## config.mk

```make
export PLATFORM = sky130hd
export DESIGN_NAME = serfr_top
export DESIGN_NICKNAME = d
export VERILOG_FILES = /design/src/rtl/serfr_pkg.sv /design/src/rtl/serfr_timing.sv /design/src/rtl/serfr_sync_ctrl.sv /design/src/rtl/serfr_framer.sv /design/src/rtl/serfr_top.sv
export SDC_FILE = /design/constraint.sdc
export NUM_CORES = 1
export LEC_CHECK = 0
export BUFFER_PORTS_ARGS = -buffer_cell sky130_fd_sc_hd__buf_2
export CAP_MARGIN = 20
export CORE_MARGIN = 5
export CORE_UTILIZATION = 63
export DETAILED_ROUTE_END_ITERATION = 10
export PLACE_DENSITY = 0.91
export SYNTH_ARGS = -nofsm -noshare
export SYNTH_HDL_FRONTEND = slang
export SYNTH_SLANG_ARGS = --single-unit
```

## constraint.sdc

```tcl
create_clock -name clk -period 4.13 [get_ports clk]
set_input_delay 0.6195 -clock clk [delete_from_list [all_inputs] [get_ports clk]]
set_output_delay 0.6195 -clock clk [all_outputs]
set_load 0.02 [all_outputs]
```

## src/rtl/serfr_pkg.sv

```systemverilog
package serfr_pkg;
  localparam int DEF_DATA_W = 10;
  localparam int DEF_QUAL   = 6;
  localparam int DEF_BURST  = 1026;
  localparam int DEF_INIT   = 1026;

  typedef enum logic { EDGE_FALL = 1'b0, EDGE_RISE = 1'b1 } edge_sel_e;
endpackage

```

## src/rtl/serfr_timing.sv

```systemverilog
module serfr_timing #(
  parameter int FRAME_W  = 12,
  parameter int INIT_LEN = 1026,
  localparam int IDX_W   = $clog2(FRAME_W)
) (
  input  logic             clk,
  input  logic             rst_n,
  input  logic             pwr_dn,
  output logic [IDX_W-1:0] bit_idx,
  output logic             frame_start,
  output logic             frame_last,
  output logic             mid_point,
  output logic             word_clk,
  output logic             init_done
);
  localparam int HALF   = FRAME_W / 2;
  localparam int INIT_W = $clog2(INIT_LEN + 1);

  logic [IDX_W-1:0]  idx_q;
  logic [INIT_W-1:0] init_left_q;

  assign bit_idx     = idx_q;
  assign frame_start = (idx_q == '0);
  assign frame_last  = (idx_q == IDX_W'(FRAME_W - 1));
  assign mid_point   = (idx_q == IDX_W'(HALF - 1));
  assign word_clk    = (idx_q < IDX_W'(HALF));
  assign init_done   = (init_left_q == '0);

  always_ff @(posedge clk) begin
    if (!rst_n || pwr_dn) begin
      idx_q       <= '0;
      init_left_q <= INIT_W'(INIT_LEN);
    end else begin
      idx_q <= frame_last ? '0 : idx_q + IDX_W'(1);
      if (frame_last && !init_done)
        init_left_q <= init_left_q - INIT_W'(1);
    end
  end
endmodule

```

## src/rtl/serfr_sync_ctrl.sv

```systemverilog
module serfr_sync_ctrl #(
  parameter int QUAL_CNT  = 6,
  parameter int BURST_LEN = 1026
) (
  input  logic clk,
  input  logic rst_n,
  input  logic pwr_dn,
  input  logic req_a,
  input  logic req_b,
  input  logic frame_last,
  output logic req_any,
  output logic use_sync,
  output logic sync_start,
  output logic burst_active
);
  localparam int QW = $clog2(QUAL_CNT + 1);
  localparam int BW = $clog2(BURST_LEN + 1);

  logic [QW-1:0] qual_q;
  logic [BW-1:0] left_q;
  logic          ext_q;

  function automatic logic qualifies(logic [QW-1:0] q, logic r);
    return r && (q == QW'(QUAL_CNT - 1));
  endfunction

  assign req_any      = req_a | req_b;
  assign burst_active = (left_q != '0);
  assign sync_start   = frame_last && !burst_active && qualifies(qual_q, req_any);
  assign use_sync     = sync_start || burst_active || (ext_q && req_any);

  always_ff @(posedge clk) begin
    if (!rst_n || pwr_dn) begin
      qual_q <= '0;
      left_q <= '0;
      ext_q  <= 1'b0;
    end else if (frame_last) begin
      if (sync_start) begin
        left_q <= BW'(BURST_LEN - 1);
        qual_q <= '0;
      end else if (burst_active) begin
        left_q <= left_q - BW'(1);
        qual_q <= '0;
      end else begin
        qual_q <= req_any ? qual_q + QW'(1) : '0;
      end
      ext_q <= use_sync;
    end
  end
endmodule

```

## src/rtl/serfr_framer.sv

```systemverilog
module serfr_framer
  import serfr_pkg::*;
#(
  parameter int DATA_W   = 10,
  localparam int FRAME_W = DATA_W + 2,
  localparam int IDX_W   = $clog2(FRAME_W)
) (
  input  logic               clk,
  input  logic               rst_n,
  input  logic               pwr_dn,
  input  logic [DATA_W-1:0]  din,
  input  logic               edge_sel,
  input  logic               frame_last,
  input  logic               mid_point,
  input  logic               use_sync,
  input  logic [IDX_W-1:0]   bit_idx,
  output logic [FRAME_W-1:0] frame_word,
  output logic               frame_bit,
  output logic               is_data
);
  logic [DATA_W-1:0]  hold_q;
  logic [FRAME_W-1:0] frame_q;
  logic               data_q;
  logic               capture;

  function automatic logic [FRAME_W-1:0] pack_word(logic [DATA_W-1:0] d);
    return {1'b0, d, 1'b1};
  endfunction

  function automatic logic [FRAME_W-1:0] sync_symbol();
    logic [FRAME_W-1:0] s;
    for (int i = 0; i < FRAME_W; i++) s[i] = (i < FRAME_W / 2);
    return s;
  endfunction

  assign capture    = (edge_sel == EDGE_RISE) ? frame_last : mid_point;
  assign frame_word = frame_q;
  assign frame_bit  = frame_q[bit_idx];
  assign is_data    = data_q;

  always_ff @(posedge clk) begin
    if (!rst_n || pwr_dn) begin
      hold_q  <= '0;
      frame_q <= '0;
      data_q  <= 1'b0;
    end else begin
      if (capture) hold_q <= din;
      if (frame_last) begin
        frame_q <= use_sync ? sync_symbol() : pack_word(hold_q);
        data_q  <= !use_sync;
      end
    end
  end
endmodule

```

## src/rtl/serfr_top.sv

```systemverilog
module serfr_top
  import serfr_pkg::*;
#(
  parameter int DATA_W    = DEF_DATA_W,
  parameter int QUAL_CNT  = DEF_QUAL,
  parameter int BURST_LEN = DEF_BURST,
  parameter int INIT_LEN  = DEF_INIT
) (
  input  logic              clk,
  input  logic              rst_n,
  input  logic              pwr_dn,
  input  logic              drv_en,
  input  logic              edge_sel,
  input  logic              sync_req_a,
  input  logic              sync_req_b,
  input  logic [DATA_W-1:0] din,
  output logic              word_clk,
  output logic              ser_out,
  output logic              ser_en,
  output logic              payload_valid
);
  localparam int FRAME_W = DATA_W + 2;
  localparam int IDX_W   = $clog2(FRAME_W);

  logic [IDX_W-1:0]   bit_idx;
  logic               frame_start, frame_last, mid_point, init_done;
  logic               req_any, use_sync, sync_start, burst_active;
  logic [FRAME_W-1:0] frame_word;
  logic               frame_bit, is_data;

  serfr_timing #(.FRAME_W(FRAME_W), .INIT_LEN(INIT_LEN)) u_timing (
    .clk(clk), .rst_n(rst_n), .pwr_dn(pwr_dn),
    .bit_idx(bit_idx), .frame_start(frame_start), .frame_last(frame_last),
    .mid_point(mid_point), .word_clk(word_clk), .init_done(init_done)
  );

  serfr_sync_ctrl #(.QUAL_CNT(QUAL_CNT), .BURST_LEN(BURST_LEN)) u_sync (
    .clk(clk), .rst_n(rst_n), .pwr_dn(pwr_dn),
    .req_a(sync_req_a), .req_b(sync_req_b), .frame_last(frame_last),
    .req_any(req_any), .use_sync(use_sync), .sync_start(sync_start),
    .burst_active(burst_active)
  );

  serfr_framer #(.DATA_W(DATA_W)) u_framer (
    .clk(clk), .rst_n(rst_n), .pwr_dn(pwr_dn), .din(din), .edge_sel(edge_sel),
    .frame_last(frame_last), .mid_point(mid_point), .use_sync(use_sync),
    .bit_idx(bit_idx), .frame_word(frame_word), .frame_bit(frame_bit),
    .is_data(is_data)
  );

  assign ser_en        = drv_en && !pwr_dn && init_done;
  assign ser_out       = ser_en && frame_bit;
  assign payload_valid = ser_en && !req_any && is_data;
endmodule

```

# Word level (Yosys, flattened, before mapping)
# Cells that the tools add are included.
totals:
  register_bits: 53
  out_inout_bits: 4
classes:
  add_sub_neg: 4
  order_cmp: 2
  eq_ne: 3
  mux: 9
  n_bitwise: 1
  reduce_logical: 24
ops:
  columns: ["op", "count"]
  rows:
  - ["$mux 11", 3]
  - ["$sub 11x1->11 const B", 2]
  - ["$logic_not 11->1", 1]
  - ["$reduce_bool 11->1", 1]
  - ["$logic_and 1x1->1", 10]
  - ["$mux 3", 3]
  - ["$logic_not 1->1", 6]
  - ["$lt 4x5->1 const B", 1]
  - ["$add 4x1->4 const B", 1]
  - ["$bmux 1 s4", 1]
  - ["$eq 4x3->1 const B", 1]
  - ["$eq 4x4->1 const B", 1]
  - ["$lt 4x3->1 const B", 1]
  - ["$add 3x1->3 const B", 1]
  - ["$eq 3x3->1 const B", 1]
  - ["$logic_or 1x1->1", 3]
  - ["$mux 1", 2]
  - ["$reduce_and 2->1", 1]
  - ["$reduce_bool 2->1", 1]
  - ["$reduce_or 2->1", 1]
  - ["$or 1x1->1", 1]

# Logic depth before layout (Yosys ltp)
# Gate-level depths: netlist of run 1.
logic_depth:
  depth_word: 7
  depth_mapped: 7
  ltp_nobuf: 6

# Modules after synthesis
# Synthesis of run 1 repeated with hierarchy kept, for this count alone.
hier_totals:
  cells_unflattened: 299
  area_unflattened_um2: 2595.0
by_module_without_submodules:
  columns: ["mod", "n_inst", "cells_each", "area_per_inst_um2"]
  rows:
  - ["serfr_framer", 1, 104, 914.6]
  - ["serfr_sync_ctrl", 1, 101, 874.6]
  - ["serfr_timing", 1, 90, 773.2]
  - ["serfr_top", 1, 4, 32.5]

# Worst setup path after synthesis of run 1
# OpenSTA, ideal clock, no wires.
synth_path:
  path_type: "register to output"
  start: "register u_timing.init_left_q[0]"
  end: "output port ser_out"
  t_arrival_ns: 2.303
  t_required_ns: 3.510
  path_slack_ns: 1.208
  stages_incl_launch_ff: 7
  n_path_buf: 0
  cell_sequence: "dfxtp_1 -> inv_1 -> ha_1 -> nor4b_1 -> nand3_1 -> nor3b_1 -> a21boi_0"
synth_via:
  elab_chain_cells: 3
synth_rtl:
  columns: ["element", "line", "text"]
  rows:
  - ["start: declaration", "serfr_timing.sv:20", "logic [INIT_W-1:0] init_left_q;"]
  - ["start signal: assignment", "serfr_timing.sv:32", "init_left_q <= INIT_W'(INIT_LEN);"]
  - ["start signal: assignment", "serfr_timing.sv:36", "init_left_q <= init_left_q - INIT_W'(1);"]
  - ["$logic_not 11->1", "serfr_timing.sv:27", "assign init_done = (init_left_q == '0);"]
  - ["$logic_and 1x1->1", "serfr_top.sv:51", "assign ser_en = drv_en && !pwr_dn && init_done;"]
  - ["named net ser_en", "serfr_top.sv:19", "output logic ser_en,"]
  - ["$logic_and 1x1->1", "serfr_top.sv:52", "assign ser_out = ser_en && frame_bit;"]
  - ["end: declaration", "serfr_top.sv:18", "output logic ser_out,"]
# The timed path passes the listed nets, and every way through them passes these cells.

# Worst setup path in the final report of run 1
layout_path:
  start: "register u_timing.init_left_q[0]"
  end: "output port ser_out"
layout_via:
  elab_chain_cells: 3
layout_rtl:
  columns: ["element", "line"]
  rows:
  - ["$logic_not 11->1", "serfr_timing.sv:27"]
  - ["$logic_and 1x1->1", "serfr_top.sv:51"]
  - ["$logic_and 1x1->1", "serfr_top.sv:52"]
# Every way passes these cells.

==> impl_metrics.tcl, run 1 <==
set metrics [dict create \
    h-tree-depth 2 \
    cts.sinks 52 \
    post_cts_buffers 0 \
    die_w_um 72.7 \
    mostFrequentLayoutCells "dfxtp_1, nor2_1, nand2_1, buf_2, a21oi_1" \
    rows 22 \
    setup_tns_ns 0 \
    hold_violations 0 \
    worst_r2r_endpoint "u_framer.frame_word[3]$_SDFFE_PP0P_" \
    crit_path_max_fanout 4 \
    met3_usage 0.0468 \
    grt_pass1_vias 2086 \
    clkSlewWorstSetupHoldPaths_ns 0.08 \
    required_ns 3.51 \
    synthCells 272 \
    rsz0062_at_grt "false" \
    cp-startpoint "u_timing.init_left_q[0]$_SDFFE_PP0P_" \
    grt.overflow.total 0 \
    fin_skew_ns 0.00921 \
    ir_drop_v 0.000261 \
    syn_nets 297 \
    antenna_cells 0 \
    grt_busiest_layer "met2" \
    slew_headroom 0.459 \
    rr_startpoint "u_timing.bit_idx[0]$_SDFF_PP0_" \
    reg2reg_depth 6 \
    setup_viol 0 \
    dr.first_iter.drc_count 166 \
    layout.cells.most_common "dfxtp_1" \
    final_layout_size_suffix_gt1_frac 0.175 \
    final_nets 315 \
    clockRootBuffer "clkbuf_8" \
    viasPerCell 6.32 \
    synth_edf_count 0 \
    cp.arrival_ns 2.38 \
    rrSetupSlack_ns 1.68 \
    synth.ff_latch_count 52 \
    async_flop_share 0 \
    fillers 287 \
    final_cells 339 \
    dpl.cell_count 330 \
    yosys_warnings 0 \
    syn_to_final_growth_pct 9.84 \
    clk_latency_ns 0.31 \
    numCtsBuffers 5 \
    io_pins 21 \
    ctsHoldBuffers 0 \
    min_path_type "reg2reg" \
    dieArea_sq_um 5290 \
    finalMaxSlewViolations 0 \
    clock_path_buffers 2 \
    numPortBuffers 20 \
    syn_area_per_cell_sq_um 9.11 \
    grtUsageTotal 0.225 \
    cts_resized 0 \
    synth_flop_cell "dfxtp_1" \
    outcome "complete, no violations" \
    grtUsageMet2 0.396 \
    route.detailed.wl_per_inst_um 16.2 \
    die_y_um 72.7 \
    end_kind "primary output" \
    synth-seq-area-share 0.420 \
    grt_pass1_wl_um 9400 \
    wl_um 5490 \
    design.core.area_sq_um 3740 \
    gp_congestion 0.835 \
    ys_types 49 \
    start_kind "flop" \
    grt_max_degree 28 \
    cellPowerDensity_nw_per_um2 333 \
    max-cap-violations 0 \
    routed-via-count 2143 \
    critical_path_class "reg2out" \
    cts_tree "built" \
    fin_crit_sh 0.726 \
    antenna_left 0 \
    initial_core_util 0.662 \
    min_period_ns 3.00 \
    worstMarginPinSlew_ns 0.808 \
    dp_hpwl_um 3650 \
    synth.cell_area_sq_um 2480 \
    crit_end "ser_out" \
    drc 0 \
    timing.fmax_mhz 334 \
    leakagePower_uw 0.000996 \
    first_pass_iters 4 \
    antenna_found_initial 0 \
    grtUsageMet1 0.255 \
]
cells in the mapped netlist, types with 2 or more instances:
cell,count,share of area
a211o_1,2,0.0071
a21oi_1,17,0.034
a311oi_1,2,0.0071
a31o_2,3,0.011
a31oi_1,4,0.010
and2_1,2,0.0050
and3_1,2,0.0050
clkbuf_1,10,0.015
clkbuf_8,4,0.022
dfxtp_1,52,0.42
ha_1,8,0.040
inv_1,8,0.012
mux2i_1,16,0.065
nand2_1,20,0.030
nand3_1,9,0.018
nand3b_1,3,0.0091
nand4_1,4,0.010
nand4b_1,3,0.011
nor2_1,32,0.048
nor2b_1,2,0.0050
nor3_1,5,0.010
nor4_1,4,0.010
nor4b_1,3,0.011
o21ai_0,9,0.018
o221a_2,6,0.027
o311ai_0,2,0.0071
o31ai_1,4,0.012
or2_2,3,0.0076
or3_1,7,0.018
or4_1,5,0.015
xnor2_1,3,0.011
cell families (layout without fill, tap and decap cells):
logic type,count (synthesis),count (layout),share of synthesized area
adder cells (fa/ha/maj),8,8,0.0404
buffers and inverters,23,42,0.0515
AO/OA/AOI/OAI,58,58,0.166
flip-flops,52,52,0.420
AND/OR/NAND/NOR,109,109,0.230
multiplexers,18,18,0.0782
XOR/XNOR,4,4,0.0141
layer usage:
metal	routed length, um	vias to the layer above
met2	2790	79
li1	-	1032
met5	0	-
met3	321	8
met1	2300	1024
met4	75	0
registers in the layout, indices dropped and copies added, names as in the netlist:
signal	count
u_timing.init_left_q	11
u_timing.bit_idx	4
u_framer.frame_word	11
u_framer.is_data	1
u_sync.left_q	11
u_sync.ext_q	1
u_framer.hold_q	10
u_sync.qual_q	3
where the power goes:
group / switching (uW) / leakage (uW) / internal, uW
clock: 159 / 0.0000645 / 214
combinational: 17.0 / 0.000513 / 12.3
sequential: 2.09 / 0.000419 / 502
metrics by stage:
stage | area [sq um] | hold WS, ns | worst slack (ns) | utilization | total power [uW]
after global placement | 2580 | 0.443 | 1.64 | 0.690 | 543
after global routing | 2720 | 0.485 | 0.929 | 0.727 | 938
final | 2720 | 0.461 | 1.13 | 0.727 | 906
after detailed placement | 2580 | 0.452 | 1.52 | 0.690 | 543
after CTS | 2710 | 0.465 | 1.13 | 0.723 | 909
after floorplan | 2480 | 0.432 | 1.21 | - | 533
critical path, stage by stage (launching register included):
cell and delay (ns):
dfxtp_1 0.36, inv_1 0.11, ha_1 0.16, nor4b_1 0.52, nand3_1 0.15, nor3b_1 0.38
a21boi_0 0.21, buf_2 0.18
worst min-delay path by stage:
stage	startpoint	endpoint	slack (ns)	cells past startpoint
global route	u_framer.is_data$_SDFFE_PP0P_	u_framer.is_data$_SDFFE_PP0P_	0.48	2
global placement	u_framer.is_data$_SDFFE_PP0P_	u_framer.is_data$_SDFFE_PP0P_	0.44	2
detailed placement	u_framer.is_data$_SDFFE_PP0P_	u_framer.is_data$_SDFFE_PP0P_	0.45	2
floorplan	u_framer.is_data$_SDFFE_PP0P_	u_framer.is_data$_SDFFE_PP0P_	0.43	2
CTS	u_framer.is_data$_SDFFE_PP0P_	u_framer.is_data$_SDFFE_PP0P_	0.46	2
finish	u_framer.is_data$_SDFFE_PP0P_	u_framer.is_data$_SDFFE_PP0P_	0.46	2
cell type report:
cell class                 instances  area (sq um)  share of cell area
sequential                        52          1040               0.382
inverter                           8          30.0              0.0110
timing repair buffer              26           153              0.0561
clock inverter                     1          30.0              0.0110
multi-input combinational        197          1310               0.482
clock buffer                       7          96.3              0.0354
tap                               48          60.1              0.0221
No activity file was read; power rests on OpenSTA's default activity.
==> run 2, diff against run 1 <==
--- a/config.mk
+++ b/config.mk
@@ -8,9 +8,9 @@
 export BUFFER_PORTS_ARGS = -buffer_cell sky130_fd_sc_hd__buf_2
 export CAP_MARGIN = 20
 export CORE_MARGIN = 5
-export CORE_UTILIZATION = 63
+export CORE_UTILIZATION = 53
 export DETAILED_ROUTE_END_ITERATION = 10
-export PLACE_DENSITY = 0.91
+export PLACE_DENSITY = 0.83
 export SYNTH_ARGS = -nofsm -noshare
 export SYNTH_HDL_FRONTEND = slang
 export SYNTH_SLANG_ARGS = --single-unit
==> constraint.sdc (replaced) <==
create_clock -name clk -period 2.53 [get_ports clk]
set_input_delay 0.3795 -clock clk [delete_from_list [all_inputs] [get_ports clk]]
set_output_delay 0.3795 -clock clk [all_outputs]
set_load 0.02 [all_outputs]
==> run 2 against run 1 <==
  * Flip-flop and latch count unchanged
  * Wire length decreased by 3.1%
  * First-iteration DRC count decreased by 7.8%
  * Clock skew increased by 0.00084 ns
  * Worst hold slack got worse by 0.16 ns
  * Via count decreased by 2.4%
  * Register-to-register slack got worse by 1.4 ns
  * Total power increased by 68%
  * Largest cell class unchanged
==> impl_metrics.tcl, run 2 (synthesis results as in run 1) <==
set metrics [dict create \
    antenna_cells 0 \
    clockRootBuffer "clkbuf_8" \
    whs_path_depth 3 \
    holdPathEnd "u_framer.hold_q[8]$_SDFFE_PP0P_" \
    finalMaxSlewViolations 0 \
    reg2reg_depth 5 \
    dieArea_sq_um 6140 \
    cp_cell_sequence "inv_1, ha_1, nor4b_4, nand3_1, nor3b_2, a21boi_0, buf_2" \
    path_delay_family "simple AND/OR/NAND/NOR gates" \
    cts_tree "built" \
    setup_viol 0 \
    critical_path_class "reg2out" \
    grtUsageTotal 0.183 \
    cts.sinks 52 \
    fin_util 0.626 \
    h-tree-depth 2 \
    final_area_sq_um 2780 \
    timing.fmax_mhz 420 \
    io_pins 21 \
    rrSetupSlack_ns 0.30 \
    clk_latency_ns 0.31 \
    die_w_um 78.4 \
    routed-via-count 2092 \
    rows 24 \
    max-cap-violations 0 \
    die_y_um 78.4 \
    route.detailed.wl_per_inst_um 15.3 \
    end_kind "primary output" \
    leakagePower_uw 0.00102 \
    dp_hpwl_um 3820 \
    numCtsBuffers 5 \
    viasPerCell 6.03 \
    crit_slowest_cell "dfxtp_1" \
    cp.arrival_ns 2.00 \
    required_ns 2.15 \
    slew_headroom 0.654 \
    antenna_found_initial 0 \
    grt.overflow.total 0 \
    fin_skew_ns 0.0100 \
    syn_to_final_growth_pct 12.2 \
    worst_r2r_endpoint "u_framer.frame_word[1]$_SDFFE_PP0P_" \
    outcome "complete, no violations" \
    drc 0 \
    mostFrequentLayoutCells "dfxtp_1, nor2_1, nand2_1, buf_2, a21oi_1" \
    placed_cell_area_sq_um 2640 \
    worstMarginPinSlew_ns 0.518 \
    finalPower_uw 1530 \
    wl_um 5320 \
    setup_ws_ns 0.151 \
    clkSlewWorstSetupHoldPaths_ns 0.09 \
    clock_path_buffers 2 \
    crit_buf_inv 2 \
    hold_violations 0 \
    start_kind "flop" \
    fin_crit_sh 0.940 \
    hp-start "din[8]" \
    rr_startpoint "u_timing.bit_idx[0]$_SDFF_PP0_" \
    final_nets 320 \
    numPortBuffers 20 \
    design.core.area_sq_um 4440 \
    fillers 365 \
    first_pass_iters 5 \
    multi_input_area_sq_um 1330 \
    ir_drop_v 0.000388 \
    cellPowerDensity_nw_per_um2 549 \
    dr.first_iter.drc_count 153 \
    crit_path_max_incr_delay_ns 0.33 \
    min_path_type "in2reg" \
    register_area_sq_um 1040 \
    grt_pass1_vias 1967 \
    ctsHoldBuffers 0 \
    initial_core_util 0.558 \
    final_layout_size_suffix_gt1_frac 0.193 \
    crit_path_max_fanout 4 \
    dp_slack_ns 0.203 \
    layout.cells.most_common "dfxtp_1" \
    min_period_ns 2.38 \
    gp_congestion 0.805 \
    grt_pass1_wl_um 9060 \
    grt_max_degree 21 \
    antenna_left 0 \
]
-- run 2: cell count changes in the layout (fill, tap and decap cells not counted) --
cell and change:
nor3b_1 -1, nor4b_1 -1, buf_4 +6, bufinv_16 +1, buf_8 -1, nor4b_4 +1
nor3b_2 +1, clkbuf_8 -2
-- run 2: metrics by stage --
| step | hold WS, ns | cells | setup TNS (ns) |
|---|---|---|---|
| 3_5_place_dp | 0.450 | 340 | 0 |
| 3_3_place_gp | 0.447 | 340 | 0 |
| 4_1_cts | 0.297 | 347 | 0 |
| 2_1_floorplan | 0.432 | 272 | 0 |
| 5_1_grt | 0.324 | 347 | -0.00510 |
| 6_report | 0.305 | 347 | 0 |
-- run 2: worst max-delay path by stage --
stage | startpoint | to | slack, ns | cells past startpoint
final | u_timing.init_left_q[0]$_SDFFE_PP0P_ | ser_out | 0.15 | 7
after global routing | u_timing.init_left_q[0]$_SDFFE_PP0P_ | ser_out | -0.005 | 7
after CTS | u_timing.init_left_q[0]$_SDFFE_PP0P_ | ser_out | 0.1 | 7
after detailed placement | u_timing.init_left_q[0]$_SDFFE_PP0P_ | ser_out | 0.20 | 7
after global placement | u_timing.init_left_q[0]$_SDFFE_PP0P_ | ser_out | 0.35 | 7
after floorplan | u_timing.init_left_q[0]$_SDFFE_PP0P_ | ser_out | 0.06 | 6
-- run 2: area by class of cell --
type / instances / share of cell area
Tap cell: 52 / 0.0234
Timing Repair Buffer: 31 / 0.0657
Sequential cell: 52 / 0.374
Inverter: 8 / 0.0108
Multi-Input combinational cell: 197 / 0.479
Clock buffer: 5 / 0.0248
Clock inverter: 2 / 0.0216
-- run 2: metal layers --
| metal | global-route usage | wire length, um | vias to the layer above |
|---|---|---|---|
| li1 | - | - | 1044 |
| met1 | 0.225 | 2390 | 970 |
| met2 | 0.308 | 2550 | 59 |
| met3 | 0.0309 | 190 | 19 |
| met4 | 0.0927 | 176 | 0 |
| met5 | 0 | 0 | - |
-- run 2: timing repair --
| item | 4_1_cts | 5_1_grt |
|---|---|---|
| buffers inserted | 0 | 0 |
| endpoints found under the setup margin | 2 | 2 |
| resized for setup | 1 | 1 |
-- run 2: worst min-delay path, cell delays in order --
cell	delay, ns
buf_2	0.07
mux2i_1	0.05
nor2_1	0.07
-- run 2: power by group --
part	internal [uW]	switching [uW]	total, uW
clock network	389	265	654
logic	20.1	28.3	48.4
registers	819	3.23	822
